`config.mk`:
```
export PLATFORM = sky130hd
export DESIGN_NAME = spi_status_ctl
export DESIGN_NICKNAME = d
export VERILOG_FILES = /design/src/rtl/spi_sr_pkg.sv /design/src/rtl/spi_sr_frontend.sv /design/src/rtl/spi_sr_prot.sv /design/src/rtl/spi_sr_ctrl.sv /design/src/rtl/spi_status_ctl.sv
export SDC_FILE = /design/constraint.sdc
export NUM_CORES = 1
export LEC_CHECK = 0
export ABC_AREA = 1
export BUFFER_PORTS_ARGS = -buffer_cell sky130_fd_sc_hd__clkbuf_2
export CORE_MARGIN = 2
export CORE_UTILIZATION = 61
export CTS_BUF_LIST = sky130_fd_sc_hd__clkbuf_2
export CTS_CLUSTER_SIZE = 25
export DETAILED_ROUTE_END_ITERATION = 7
export GPL_TIMING_DRIVEN = 0
export PLACE_DENSITY_LB_ADDON = 0.05
export SLEW_MARGIN = 20
export SYNTH_ARGS = -nofsm -noshare
export SYNTH_HDL_FRONTEND = slang
export SYNTH_SLANG_ARGS = --single-unit
```
`constraint.sdc`:
```
create_clock -name clk_i -period 2 [get_ports clk_i]
set_input_delay 0.2 -clock clk_i [delete_from_list [all_inputs] [get_ports clk_i]]
set_output_delay 0.2 -clock clk_i [all_outputs]
set_load 0.05 [all_outputs]
```
`src/rtl/spi_sr_pkg.sv`:
```
package spi_sr_pkg;
  localparam logic [7:0] OP_WREN = 8'h06;
  localparam logic [7:0] OP_WRDI = 8'h04;
  localparam logic [7:0] OP_RDSR = 8'h05;
  localparam logic [7:0] OP_WRSR = 8'h01;
  localparam int unsigned CNT_W = 5;
  localparam logic [CNT_W-1:0] WRSR_CLKS = 5'd16;
endpackage

```
`src/rtl/spi_sr_frontend.sv`:
```
module spi_sr_frontend
  import spi_sr_pkg::*;
(
  input  logic             clk_i,
  input  logic             rst_ni,
  input  logic             cs_ni,
  input  logic             sck_i,
  input  logic             mosi_i,
  input  logic [7:0]       status_i,
  output logic             op_valid_o,
  output logic             dat_valid_o,
  output logic [7:0]       byte_o,
  output logic             cs_rise_o,
  output logic [CNT_W-1:0] clk_cnt_o,
  output logic             miso_o,
  output logic             miso_oe_o
);
  logic             sck_q, cs_q, rise, fall, rd_act_q, oe_q, miso_q;
  logic [CNT_W-1:0] cnt_q;
  logic [7:0]       sh_q, obyte_q, byte_nxt;
  logic [2:0]       bit_q;

  assign rise      = !cs_ni && sck_i && !sck_q;
  assign fall      = !cs_ni && !sck_i && sck_q;
  assign cs_rise_o = cs_ni && !cs_q;
  assign byte_nxt  = {sh_q[6:0], mosi_i};

  always_ff @(posedge clk_i or negedge rst_ni) begin
    if (!rst_ni) begin
      sck_q <= 1'b0;
      cs_q  <= 1'b1;
    end else begin
      sck_q <= sck_i;
      cs_q  <= cs_ni;
    end
  end

  always_ff @(posedge clk_i or negedge rst_ni) begin
    if (!rst_ni) begin
      cnt_q <= '0;
      sh_q  <= '0;
    end else if (cs_ni) begin
      cnt_q <= '0;
    end else if (rise) begin
      sh_q <= byte_nxt;
      if (cnt_q != '1) cnt_q <= cnt_q + 1'b1;
    end
  end

  assign op_valid_o  = rise && (cnt_q == 5'd7);
  assign dat_valid_o = rise && (cnt_q == 5'd15);
  assign byte_o      = byte_nxt;
  assign clk_cnt_o   = cnt_q;

  // status byte re-sampled at each byte boundary
  always_ff @(posedge clk_i or negedge rst_ni) begin
    if (!rst_ni) begin
      rd_act_q <= 1'b0;
      oe_q     <= 1'b0;
      miso_q   <= 1'b0;
      bit_q    <= '0;
      obyte_q  <= '0;
    end else if (cs_ni) begin
      rd_act_q <= 1'b0;
      oe_q     <= 1'b0;
      bit_q    <= '0;
    end else begin
      if (op_valid_o && byte_nxt == OP_RDSR) rd_act_q <= 1'b1;
      if (fall && rd_act_q) begin
        oe_q  <= 1'b1;
        bit_q <= bit_q + 1'b1;
        if (bit_q == '0) begin
          obyte_q <= status_i;
          miso_q  <= status_i[7];
        end else begin
          miso_q <= obyte_q[3'd7 - bit_q];
        end
      end
    end
  end

  assign miso_o    = miso_q;
  assign miso_oe_o = oe_q;

  p_oe_in_frame_r2: assert property (@(posedge clk_i) disable iff (!rst_ni)
    oe_q |-> !cs_q);
  p_oe_after_op_r2: assert property (@(posedge clk_i) disable iff (!rst_ni)
    $rose(oe_q) |-> rd_act_q);
endmodule

```
`src/rtl/spi_sr_prot.sv`:
```
module spi_sr_prot #(
  parameter int unsigned ADDR_W = 10
) (
  input  logic [ADDR_W-1:0] addr_i,
  input  logic [1:0]        bp_i,
  output logic              hit_o
);
  localparam int unsigned TOP = ADDR_W - 1;

  always_comb begin
    unique case (bp_i)
      2'b00:   hit_o = 1'b0;
      2'b01:   hit_o = addr_i[TOP] && addr_i[TOP-1];
      2'b10:   hit_o = addr_i[TOP];
      default: hit_o = 1'b1;
    endcase
  end

  initial begin
    a_addr_w_r9: assert (ADDR_W >= 2);
  end
endmodule

```
`src/rtl/spi_sr_ctrl.sv`:
```
module spi_sr_ctrl
  import spi_sr_pkg::*;
#(
  parameter int unsigned PROG_CYCLES = 5000
) (
  input  logic             clk_i,
  input  logic             rst_ni,
  input  logic             op_valid_i,
  input  logic             dat_valid_i,
  input  logic [7:0]       byte_i,
  input  logic             cs_rise_i,
  input  logic [CNT_W-1:0] clk_cnt_i,
  input  logic             wp_ni,
  input  logic             wr_req_i,
  input  logic             wr_prot_i,
  output logic [7:0]       status_o,
  output logic [1:0]       bp_o,
  output logic             wr_accept_o,
  output logic             wr_block_o
);
  localparam int unsigned TW = $clog2(PROG_CYCLES + 1);
  localparam logic [TW-1:0] T_LOAD = TW'(PROG_CYCLES - 1);

  logic          wip_q, wel_q, srwd_q, pend_q, acc_q, blk_q;
  logic [1:0]    bp_q;
  logic [7:0]    dat_q;
  logic [TW-1:0] tmr_q;
  logic          hpm, commit, wr_ok, start, done;

  assign hpm    = srwd_q && !wp_ni;
  assign commit = cs_rise_i && pend_q && (clk_cnt_i == WRSR_CLKS) && !hpm && !wip_q;
  assign wr_ok  = wr_req_i && wel_q && !wip_q && !wr_prot_i && !commit;
  assign start  = commit || wr_ok;
  assign done   = wip_q && (tmr_q == '0);

  always_ff @(posedge clk_i or negedge rst_ni) begin
    if (!rst_ni) begin
      wip_q <= 1'b0;
      tmr_q <= '0;
    end else if (start) begin
      wip_q <= 1'b1;
      tmr_q <= T_LOAD;
    end else if (done) begin
      wip_q <= 1'b0;
    end else if (wip_q) begin
      tmr_q <= tmr_q - 1'b1;
    end
  end

  always_ff @(posedge clk_i or negedge rst_ni) begin
    if (!rst_ni) begin
      wel_q <= 1'b0;
    end else if (done) begin
      wel_q <= 1'b0;
    end else if (op_valid_i && !wip_q) begin
      if (byte_i == OP_WREN)      wel_q <= 1'b1;
      else if (byte_i == OP_WRDI) wel_q <= 1'b0;
    end
  end

  always_ff @(posedge clk_i or negedge rst_ni) begin
    if (!rst_ni) begin
      pend_q <= 1'b0;
      dat_q  <= '0;
    end else begin
      if (cs_rise_i) pend_q <= 1'b0;
      else if (op_valid_i && byte_i == OP_WRSR && wel_q && !wip_q && !hpm) pend_q <= 1'b1;
      if (dat_valid_i) dat_q <= byte_i;
    end
  end

  always_ff @(posedge clk_i or negedge rst_ni) begin
    if (!rst_ni) begin
      bp_q   <= '0;
      srwd_q <= 1'b0;
    end else if (commit) begin
      bp_q   <= dat_q[3:2];
      srwd_q <= dat_q[7];
    end
  end

  always_ff @(posedge clk_i or negedge rst_ni) begin
    if (!rst_ni) begin
      acc_q <= 1'b0;
      blk_q <= 1'b0;
    end else begin
      acc_q <= wr_ok;
      blk_q <= wr_req_i && !wr_ok;
    end
  end

  assign status_o    = {srwd_q, 3'b000, bp_q, wel_q, wip_q};
  assign bp_o        = bp_q;
  assign wr_accept_o = acc_q;
  assign wr_block_o  = blk_q;

  p_hpm_frozen_r8: assert property (@(posedge clk_i) disable iff (!rst_ni)
    hpm |=> $stable(bp_q) && $stable(srwd_q));
  p_busy_hold_r10: assert property (@(posedge clk_i) disable iff (!rst_ni)
    (wip_q && tmr_q != '0) |=> wip_q && $stable(wel_q) && $stable(bp_q) && $stable(srwd_q));
  p_end_clears_wel_r7: assert property (@(posedge clk_i) disable iff (!rst_ni)
    $fell(wip_q) |-> !wel_q);
  p_start_load_r6: assert property (@(posedge clk_i) disable iff (!rst_ni)
    $rose(wip_q) |-> tmr_q == T_LOAD);
  p_no_wel_no_acc_r9: assert property (@(posedge clk_i) disable iff (!rst_ni)
    !wel_q |=> !wr_accept_o);
  p_commit_wins_r11: assert property (@(posedge clk_i) disable iff (!rst_ni)
    commit |=> !wr_accept_o);
  p_one_reply_r9: assert property (@(posedge clk_i) disable iff (!rst_ni)
    !(acc_q && blk_q));
endmodule

```
`src/rtl/spi_status_ctl.sv`:
```
module spi_status_ctl
  import spi_sr_pkg::*;
#(
  parameter int unsigned ADDR_W      = 10,
  parameter int unsigned PROG_CYCLES = 5000
) (
  input  logic              clk_i,
  input  logic              rst_ni,
  input  logic              cs_ni,
  input  logic              sck_i,
  input  logic              mosi_i,
  input  logic              wp_ni,
  output logic              miso_o,
  output logic              miso_oe_o,
  input  logic              wr_req_i,
  input  logic [ADDR_W-1:0] wr_addr_i,
  output logic              wr_accept_o,
  output logic              wr_block_o,
  output logic              busy_o
);
  logic             op_valid, dat_valid, cs_rise, prot_hit;
  logic [7:0]       rx_byte, status;
  logic [CNT_W-1:0] clk_cnt;
  logic [1:0]       bp;

  spi_sr_frontend u_front (
    .clk_i       (clk_i),
    .rst_ni      (rst_ni),
    .cs_ni       (cs_ni),
    .sck_i       (sck_i),
    .mosi_i      (mosi_i),
    .status_i    (status),
    .op_valid_o  (op_valid),
    .dat_valid_o (dat_valid),
    .byte_o      (rx_byte),
    .cs_rise_o   (cs_rise),
    .clk_cnt_o   (clk_cnt),
    .miso_o      (miso_o),
    .miso_oe_o   (miso_oe_o)
  );

  spi_sr_prot #(.ADDR_W(ADDR_W)) u_prot (
    .addr_i (wr_addr_i),
    .bp_i   (bp),
    .hit_o  (prot_hit)
  );

  spi_sr_ctrl #(.PROG_CYCLES(PROG_CYCLES)) u_ctrl (
    .clk_i       (clk_i),
    .rst_ni      (rst_ni),
    .op_valid_i  (op_valid),
    .dat_valid_i (dat_valid),
    .byte_i      (rx_byte),
    .cs_rise_i   (cs_rise),
    .clk_cnt_i   (clk_cnt),
    .wp_ni       (wp_ni),
    .wr_req_i    (wr_req_i),
    .wr_prot_i   (prot_hit),
    .status_o    (status),
    .bp_o        (bp),
    .wr_accept_o (wr_accept_o),
    .wr_block_o  (wr_block_o)
  );

  assign busy_o = status[0];

  p_reply_needs_req_r9: assert property (@(posedge clk_i) disable iff (!rst_ni)
    (wr_accept_o || wr_block_o) |-> $past(wr_req_i));
endmodule

```
==> out/results.tsv, run 1 <==
metric	value	unit
starting_density_of_the_core	62.8	%
timing.slew.headroom	56.3	%
cts_setup_buffers	0	
total_half_perimeter_wirelength_after_legalization_and_detailed_placement	3.34	mm
powerDensity	587	nW/um^2
clock_tree.buffer_depth	2	
globalRouteTotalUtil	22.6	%
worstPathArrival	2.07	ns
share_of_synthesized_area_occupied_by_flip_flops_and_latches	49.2	%
total_of_max_cap_violations	0	
fin_nets	350	
num-fill-cells	349	
hp-class	in2reg	
netlist_area	2490	sq um
clk_pin_slew	0.21	ns
cts_tree	done	
clock_latency_at_the_later_pin_of_the_worst_skew_pair	0.42	ns
gpl.final_weighted_congestion	0.797	
chipWidth	67.9	microns
drt_wl_total	4.53	mm
timing_worst_setup_path_type	reg2reg	
cts.sink_count	49	
wire_length_of_the_first_global_routing_pass	7.81	mm
antenna_cells	0	
synth_top_cells_by_count	nand2_1 (69), dfrtp_1 (48), inv_1 (38), nor2_1 (33), nand3_1 (29)	
cts_root_buffer	clkbuf_2	
antenna_found_initial	0	
areaGrowthSynthToFinish	8.38	%
hold_slack	0.0409	ns
synth.net_count	326	
synth_most_common_cell	nand2_1	
yosysWarningCount	0	
synth_instances	301	
yosys-top-cells-area	dfrtp_1 (48%), nand2_1 (10%), nand3_1 (5.8%), inv_1 (5.7%), o21ai_0 (5.0%)	
grt_start_max_net_pins	50	
vdd_ir_drop_max	476	uV
die_footprint	4610	sq um
synth_edf_count	0	
skew	0.0211	ns
synth-seq-cells	49	
layout-drive-gt1-share	13.5	%
grt_overflow	0	
worst_ep_required_time	2.35	ns
via_total_after_detailed_routing	1951	
num_rows	23	
total_i_o_pin_count	22	
finalMaxSlewViolations	0	
setup_viol	0	
clock_tree.htree_level_count	2	
outcome	complete, no violations	
fin_tns_setup	0	ns
drtPass1Iterations	5	
cts_inserted_buffers	5	
synth_largest_area_cell	dfrtp_1	
first_iter_violations	128	
chip_height	67.9	microns
cp_launch_type	flop	
drcViolationCount	0	
crit_path_end_kind	flop	
core_region	3970	sq um
worst-slew-pin-transition	0.655	ns
io_buffers	13	
power.static_leakage	1.32	nW
ys_async_sr_fraction	100	%
fin_crit	1.72	ns
viasPerCell	5.19	
ant_nets	0	
rsz_0062_raised_after_global_routing	false	
cp_max_fo	4	
timing_limited_maximum_frequency	0.580	GHz
synthesis.area_per_instance	8.28	sq um
synth_top_area_share	48.2	%
avgRoutedWirePerCell	12.0	microns
synth_flop_cell	dfrtp_1	
synth_cell_types	29	
finalHoldViolations	0	
post-route-period-util	86.1	%
first_global_vias	1797	
## sequential cells by signal, summed over array words and instances, names as in the netlist, 2 cells and up
signal / count
u_front.sh_q: 7
u_ctrl.tmr_q: 13
u_front.obyte_q: 5
u_ctrl.dat_q: 3
u_ctrl.bp_o: 2
u_front.clk_cnt_o: 5
u_front.bit_q: 3
## routing by layer
layer	share of wire, %	global-route usage (%)	vias up
met2	46	35.0	28
met1	51	31.2	905
met3	3.2	3.95	2
met4	0.57	10.3	0
met5	0	0	-
li1	-	-	1016
## cell families after synthesis
| family | after synthesis | synth area share (%) |
|---|---|---|
| AND/OR/NAND/NOR | 155 | 28.9 |
| flip-flops | 49 | 49.2 |
| buffers and inverters | 45 | 7.78 |
| AO/OA/AOI/OAI | 41 | 8.99 |
| adder cells (fa/ha/maj) | 8 | 4.02 |
| XOR/XNOR | 3 | 1.05 |
## area by class of cell
cell class	count	area, sq um	area share (%)
Sequential cell	49	1230	45.4
Timing Repair Buffer	17	108	3.98
Buffer	5	43.8	1.62
Clock inverter	1	3.75	0.139
Clock buffer	7	35.0	1.30
Inverter	40	150	5.56
Multi-Input combinational cell	207	1070	39.6
Tap cell	50	62.6	2.32
## worst paths after layout
| kind | from | to | slack (ns) | cells after the start |
|---|---|---|---|---|
| worst min register to register | u_ctrl.dat_q[7] | u_ctrl.srwd_q | 0.50 | 2 |
| max in group asynchronous | rst_ni | u_front.sh_q[0] | 1.23 | 2 |
| worst max-delay path | u_front.clk_cnt_o[0] | u_front.clk_cnt_o[3] | 0.28 | 9 |
| worst max register to register | u_front.clk_cnt_o[0] | u_front.clk_cnt_o[3] | 0.28 | 9 |
| worst min-delay path | mosi_i | u_front.sh_q[0] | 0.04 | 3 |
| min in group asynchronous | rst_ni | u_front.bit_q[0] | 0.34 | 2 |
## metrics by stage
stage                     util [%]  instances  power [mW]  instance area (sq um)  worst slack (ns)
after floorplan                  -        301        1.15                   2490             0.463
after global placement        66.0        364        1.21                   2620             0.347
after detailed placement      66.0        364        1.21                   2620             0.318
after CTS                     68.0        376        1.60                   2700             0.267
after global routing          68.0        376        1.67                   2700            0.0511
final                         68.0        376        1.59                   2700             0.277
## report_power, final
part           leakage (nW)  switching (mW)  internal, mW
combinational         0.683          0.0930        0.0446
clock                0.0306           0.296        0.0936
sequential            0.611          0.0237          1.03
total                  1.32           0.412          1.17
## worst max-delay path, cell delays in order (launching register included)
cell     delay, ns
dfrtp_1       0.44
ha_1          0.23
nand2_1       0.08
nor2_1        0.06
ha_1          0.18
nor2_1        0.23
inv_1         0.13
nor2_1        0.13
o21ai_0       0.09
a21oi_1       0.11
## placed cells by master (no fill, tap or decap)
master,count
nand4_2,1
nand3_2,3
clkbuf_2,19
xnor2_1,1
nand2_2,2
nor2_2,3
nand3_1,29
inv_1,38
clkinv_1,1
inv_2,2
nor3_1,3
clkbuf_4,1
nor3_4,1
a21oi_2,2
o21ai_0,25
nor2_4,3
nand2_1,69
a22o_1,1
dlygate4sd3_1,4
dfstp_2,1
ha_1,8
nand4_1,5
buf_6,3
o21ai_1,2
o211ai_1,1
xor2_1,2
a21o_2,1
o22ai_1,1
nand3b_1,3
buf_2,2
dfrtp_1,48
a21oi_1,8
nor2_1,33
## repair_timing
| action | 4_1_cts | 5_1_grt |
|---|---|---|
| hold buffers | 4 | 0 |
| resized for setup | 0 | 0 |
| hold endpoints to repair | 52 | 0 |
No activity file was read; power rests on OpenSTA's default activity.
==> run 2, diff against run 1 <==
BUFFER_PORTS_ARGS = unset   (was -buffer_cell sky130_fd_sc_hd__clkbuf_2)
CORE_UTILIZATION = 65   (was 61)
DONT_BUFFER_PORTS = 1   (was unset)
==> run 2 against run 1 <==
Clock power increased by 1%. Sequential share of layout area grew 0.53 points. Flip-flop and latch count did not move. Utilization rose by 4.9 points. Sequential power barely moved. Combinational power fell by 6%. Routed wire length up 1.1%. Power grew 0.44%. Via count is 0.46% lower. Hold slack got worse by 0.017 ns. Critical path type unchanged. Critical endpoint is now u_ctrl.tmr_q[2]. Largest power group unchanged.
==> out/results.tsv, run 2 (synthesis gave the netlist of run 1 again) <==
metric	value	unit
outcome	complete, no violations	
hold_depth	4	
crit_path_end_kind	flop	
total_of_max_cap_violations	0	
worstPathCellList	inv_2, nand3_1, a21oi_2, nor2_4, buf_6, nand3_1	
layout-drive-gt1-share	10.5	%
postLayoutSetupSlackWorst	0.128	ns
fin_nets	339	
finalHoldViolations	0	
viasPerCell	5.35	
clock_latency_at_the_later_pin_of_the_worst_skew_pair	0.42	ns
post-route-period-util	93.6	%
worstPathArrival	2.20	ns
starting_density_of_the_core	68.1	%
core_region	3660	sq um
drcViolationCount	0	
dp_cells	349	
mostFrequentLayoutCells	nand2_1 (69), dfrtp_1 (48), inv_1 (38)	
gpl.final_weighted_congestion	0.816	
clock_tree.buffer_depth	2	
total_i_o_pin_count	22	
largest_reg_flops	13	
worst_ep_required_time	2.33	ns
wire_length_of_the_first_global_routing_pass	7.93	mm
largest_register	u_ctrl.tmr_q	
clock_tree.htree_level_count	2	
cp_launch_type	flop	
globalRouteTotalUtil	24.0	%
finalCoreUtilization	72.9	%
io_buffers	0	
fin_crit	1.87	ns
cp_common_cell	nand3_1	
dp_worst_setup_slack	0.150	ns
first_iter_violations	161	
cp.depth	6	
num_rows	22	
cts_root_buffer	clkbuf_2	
timing.critical_path.slowest_stage_cell	dfrtp_1	
final_common_cell	nand2_1	
ant_nets	0	
cts_tree	done	
die_footprint	4350	sq um
path_buf_inv	2	
cts_repair_resize_count	0	
cts_inserted_buffers	5	
areaGrowthSynthToFinish	7.13	%
first_global_vias	1870	
layoutNonFillerInstCount	363	
finalMaxSlewViolations	0	
antenna_cells	0	
powerDensity	596	nW/um^2
grt_overflow	0	
timing_limited_maximum_frequency	0.534	GHz
setup_viol	0	
biggestRegsByFlops	u_ctrl.tmr_q (13), u_front.sh_q (7)	
drt_wl_total	4.58	mm
power.static_leakage	1.29	nW
critical-path-max-stage-delay	0.85	ns
grt_start_max_net_pins	50	
rsz_0062_raised_after_global_routing	false	
path_delay_family	flip-flops	
hp-class	in2reg	
timing_worst_setup_path_type	reg2reg	
worst-slew-pin-transition	0.713	ns
skew	0.00857	ns
power.total	1.59	mW
reg2reg_depth	6	
chip_height	65.9	microns
chipWidth	65.9	microns
antenna_found_initial	0	
fin_tns_setup	0	ns
timing.slew.headroom	52.5	%
drtPass1Iterations	4	
total_half_perimeter_wirelength_after_legalization_and_detailed_placement	3.19	mm
avgRoutedWirePerCell	12.6	microns
cp_max_fo	10	
via_total_after_detailed_routing	1942	
clk_pin_slew	0.23	ns
vdd_ir_drop_max	359	uV
cts.sink_count	49	
[run 2: cell count changes in the layout (fill, tap and decap cells not counted)]
cell,previous run,this run
clkbuf_2,19,6
clkinv_2,0,2
buf_16,0,1
clkbuf_4,1,0
clkinv_1,1,0
dlygate4sd3_1,4,5
[run 2: worst paths after layout]
kind	startpoint	slack, ns	to
setup / recovery	u_ctrl.wip_q	0.13	u_ctrl.tmr_q[2]
setup reg to reg	u_ctrl.wip_q	0.13	u_ctrl.tmr_q[2]
max in group asynchronous	rst_ni	1.50	u_front.cs_q
min in group asynchronous	rst_ni	0.24	u_front.miso_oe_o
hold / removal	wp_ni	0.02	u_ctrl.pend_q
hold reg to reg	u_ctrl.dat_q[3]	0.52	u_ctrl.bp_o[1]
[run 2: repair_timing]
action                    CTS  global route
setup buffers               0             0
hold endpoints to repair   61             0
hold buffers                6             0
[run 2: power by group]
part	switching, mW	total [mW]	internal, mW
registers	0.0347	1.07	1.03
logic	0.0857	0.130	0.0442
clock network	0.305	0.393	0.0878
total	0.425	1.59	1.17
[run 2: area by class of cell]
class	instances	area, sq um
fillers	278	991
plain buffers	5	43.8
clock inverters	2	10.0
clock buffers	6	30.0
repair buffers	6	77.6
flip-flops and latches	49	1230
well taps	48	60.1
multi-input cells	207	1070
inverters	40	150
[run 2: worst min-delay path: cells and delay by family]
kind	cells	cell delay, ns
and+or+nand+nor	1	0.07
AOI/OAI and AO/OA	2	0.12
buffers and inverters	1	0.05
[run 2: metrics by stage]
stage          area (sq um)  hold WS (ns)
2_1_floorplan          2490       -0.0956
3_3_place_gp           2550       -0.0949
3_5_place_dp           2550       -0.0950
4_1_cts                2670       0.00592
5_1_grt                2670       0.00246
6_report               2670        0.0236
[run 2: metal layers]
layer | share of wire (%) | vias to the layer above | track usage, %
met1 | 49 | 908 | 32.0
met2 | 46 | 32 | 38.1
li1 | - | 991 | -
met4 | 1.7 | 0 | 10.9
met5 | 0 | - | 0
met3 | 3.6 | 11 | 4.26
==> run 3, diff against run 2 <==
CORE_ASPECT_RATIO = 1.4   (was unset)
CTS_BUF_LIST = sky130_fd_sc_hd__clkbuf_4   (was sky130_fd_sc_hd__clkbuf_2)
==> run 3 against run 2 <==
Maximum frequency increased by 4.4%. Cell area increased by 2.1%. Count of clock-buffer cells in the layout decreased by 1. Power increased by 19%. Worst setup slack improved by 0.079 ns. Cell count decreased by 1.7%. Critical endpoint is now u_ctrl.tmr_q[1]. Sequential power about the same. Global-route usage increased by 1.0 points. Die area increased by 0.17%. Combinational power about the same. Hold slack got worse by 0.0056 ns. Largest power group unchanged.
==> out/results.tsv, run 3 (synthesis gave the netlist of run 1 again) <==
metric	value	unit
cts.sink_count	49	
timing_limited_maximum_frequency	0.558	GHz
final_area	2730	sq um
fin_crit	1.79	ns
fin_tns_setup	0	ns
total_of_max_cap_violations	0	
total_half_perimeter_wirelength_after_legalization_and_detailed_placement	3.32	mm
drtPass1Iterations	4	
die_footprint	4350	sq um
gpl.final_weighted_congestion	0.832	
grt_start_max_net_pins	50	
cts_root_buffer	clkbuf_4	
first_global_vias	1971	
chip_height	77.3	microns
fin_nets	339	
rsz_0062_raised_after_global_routing	false	
largest_reg_flops	13	
via_total_after_detailed_routing	1935	
num_rows	26	
worst_ep_required_time	2.24	ns
cp_launch_type	flop	
biggestRegsByFlops	u_ctrl.tmr_q (13), u_front.sh_q (7)	
chipWidth	56.3	microns
drt_wl_total	4.69	mm
grt_overflow	0	
setup_viol	0	
outcome	complete, no violations	
dp_cells	343	
avgRoutedWirePerCell	13.1	microns
skew	0.0172	ns
total_i_o_pin_count	22	
final_common_cell	nand2_1	
cts_inserted_buffers	5	
clock_latency_at_the_later_pin_of_the_worst_skew_pair	0.36	ns
mostFrequentLayoutCells	nand2_1 (69), dfrtp_1 (48), inv_1 (38)	
core_region	3680	sq um
post_dp_cell_area	2540	sq um
starting_density_of_the_core	67.8	%
post-route-period-util	89.6	%
layoutNonFillerInstCount	357	
dp_worst_setup_slack	0.211	ns
antenna_cells	0	
timing.slew.headroom	53.1	%
globalRouteTotalUtil	25.0	%
viasPerCell	5.42	
postLayoutSetupSlackWorst	0.207	ns
clk_pin_slew	0.15	ns
cts_tree	done	
finalHoldViolations	0	
layout-drive-gt1-share	10.5	%
timing_worst_setup_path_type	reg2reg	
cp_max_fo	10	
hp-class	in2reg	
clock_tree.htree_level_count	2	
worstPathArrival	2.04	ns
powerDensity	695	nW/um^2
clock_tree.buffer_depth	2	
worst-slew-pin-transition	0.704	ns
crit_path_end_kind	flop	
power.static_leakage	1.31	nW
cts_setup_buffers	0	
antenna_found_initial	0	
vdd_ir_drop_max	538	uV
first_iter_violations	85	
wire_length_of_the_first_global_routing_pass	8.54	mm
ant_nets	0	
finalMaxSlewViolations	0	
areaGrowthSynthToFinish	9.34	%
largest_register	u_ctrl.tmr_q	
io_buffers	0	
drcViolationCount	0	
[run 3: metal layers]
metal | GRT usage [%] | wire length, microns
met5 | 0 | 0
met4 | 9.05 | 93
met3 | 4.72 | 111
met2 | 44.1 | 2520
met1 | 29.9 | 1970
[run 3: metrics by stage]
stage	hold WS, ns	total power, mW	utilization (%)
6_report	0.0180	1.89	74.1
5_1_grt	0.0229	1.97	74.1
4_1_cts	0.0110	1.91	74.1
3_5_place_dp	-0.0946	1.18	69.2
3_3_place_gp	-0.0946	1.18	69.2
2_1_floorplan	-0.0956	1.15	-
[run 3: repair_timing]
action	in CTS	in global routing
resized for setup	0	0
endpoints found under the hold margin	55	0
hold buffers	6	0
[run 3: critical path, cell delays in order, from the launching register on]
cell and delay (ns):
dfrtp_1 0.82, inv_2 0.15, nand3_1 0.13, a21oi_2 0.06, nor2_4 0.24, buf_6 0.19
o211ai_1 0.09
[run 3: path summary, 6_finish.rpt]
kind	from	endpoint	slack, ns	cells past startpoint
setup reg to reg	u_ctrl.wip_q	u_ctrl.tmr_q[1]	0.21	6
hold / removal	cs_ni	u_front.miso_oe_o	0.02	3
max in group asynchronous	rst_ni	u_front.cs_q	1.40	2
setup / recovery	u_ctrl.wip_q	u_ctrl.tmr_q[1]	0.21	6
min in group asynchronous	rst_ni	u_front.clk_cnt_o[3]	0.33	2
hold reg to reg	u_front.obyte_q[2]	u_front.obyte_q[2]	0.50	2
[run 3: final cells by class]
cell class	count	area, sq um
Inverter	40	150
Buffer	5	43.8
Sequential cell	49	1230
Fill cell	292	951
Timing Repair Buffer	6	77.6
Clock buffer	5	37.5
Tap cell	42	52.6
Multi-Input combinational cell	207	1070
Clock inverter	3	65.1
[run 3: where the power goes]
part / internal (mW) / switching, mW / leakage [nW]
Sequential: 1.03 / 0.0323 / 0.611
Clock: 0.387 / 0.313 / 0.0552
Combinational: 0.0443 / 0.0836 / 0.645
Total: 1.46 / 0.429 / 1.31
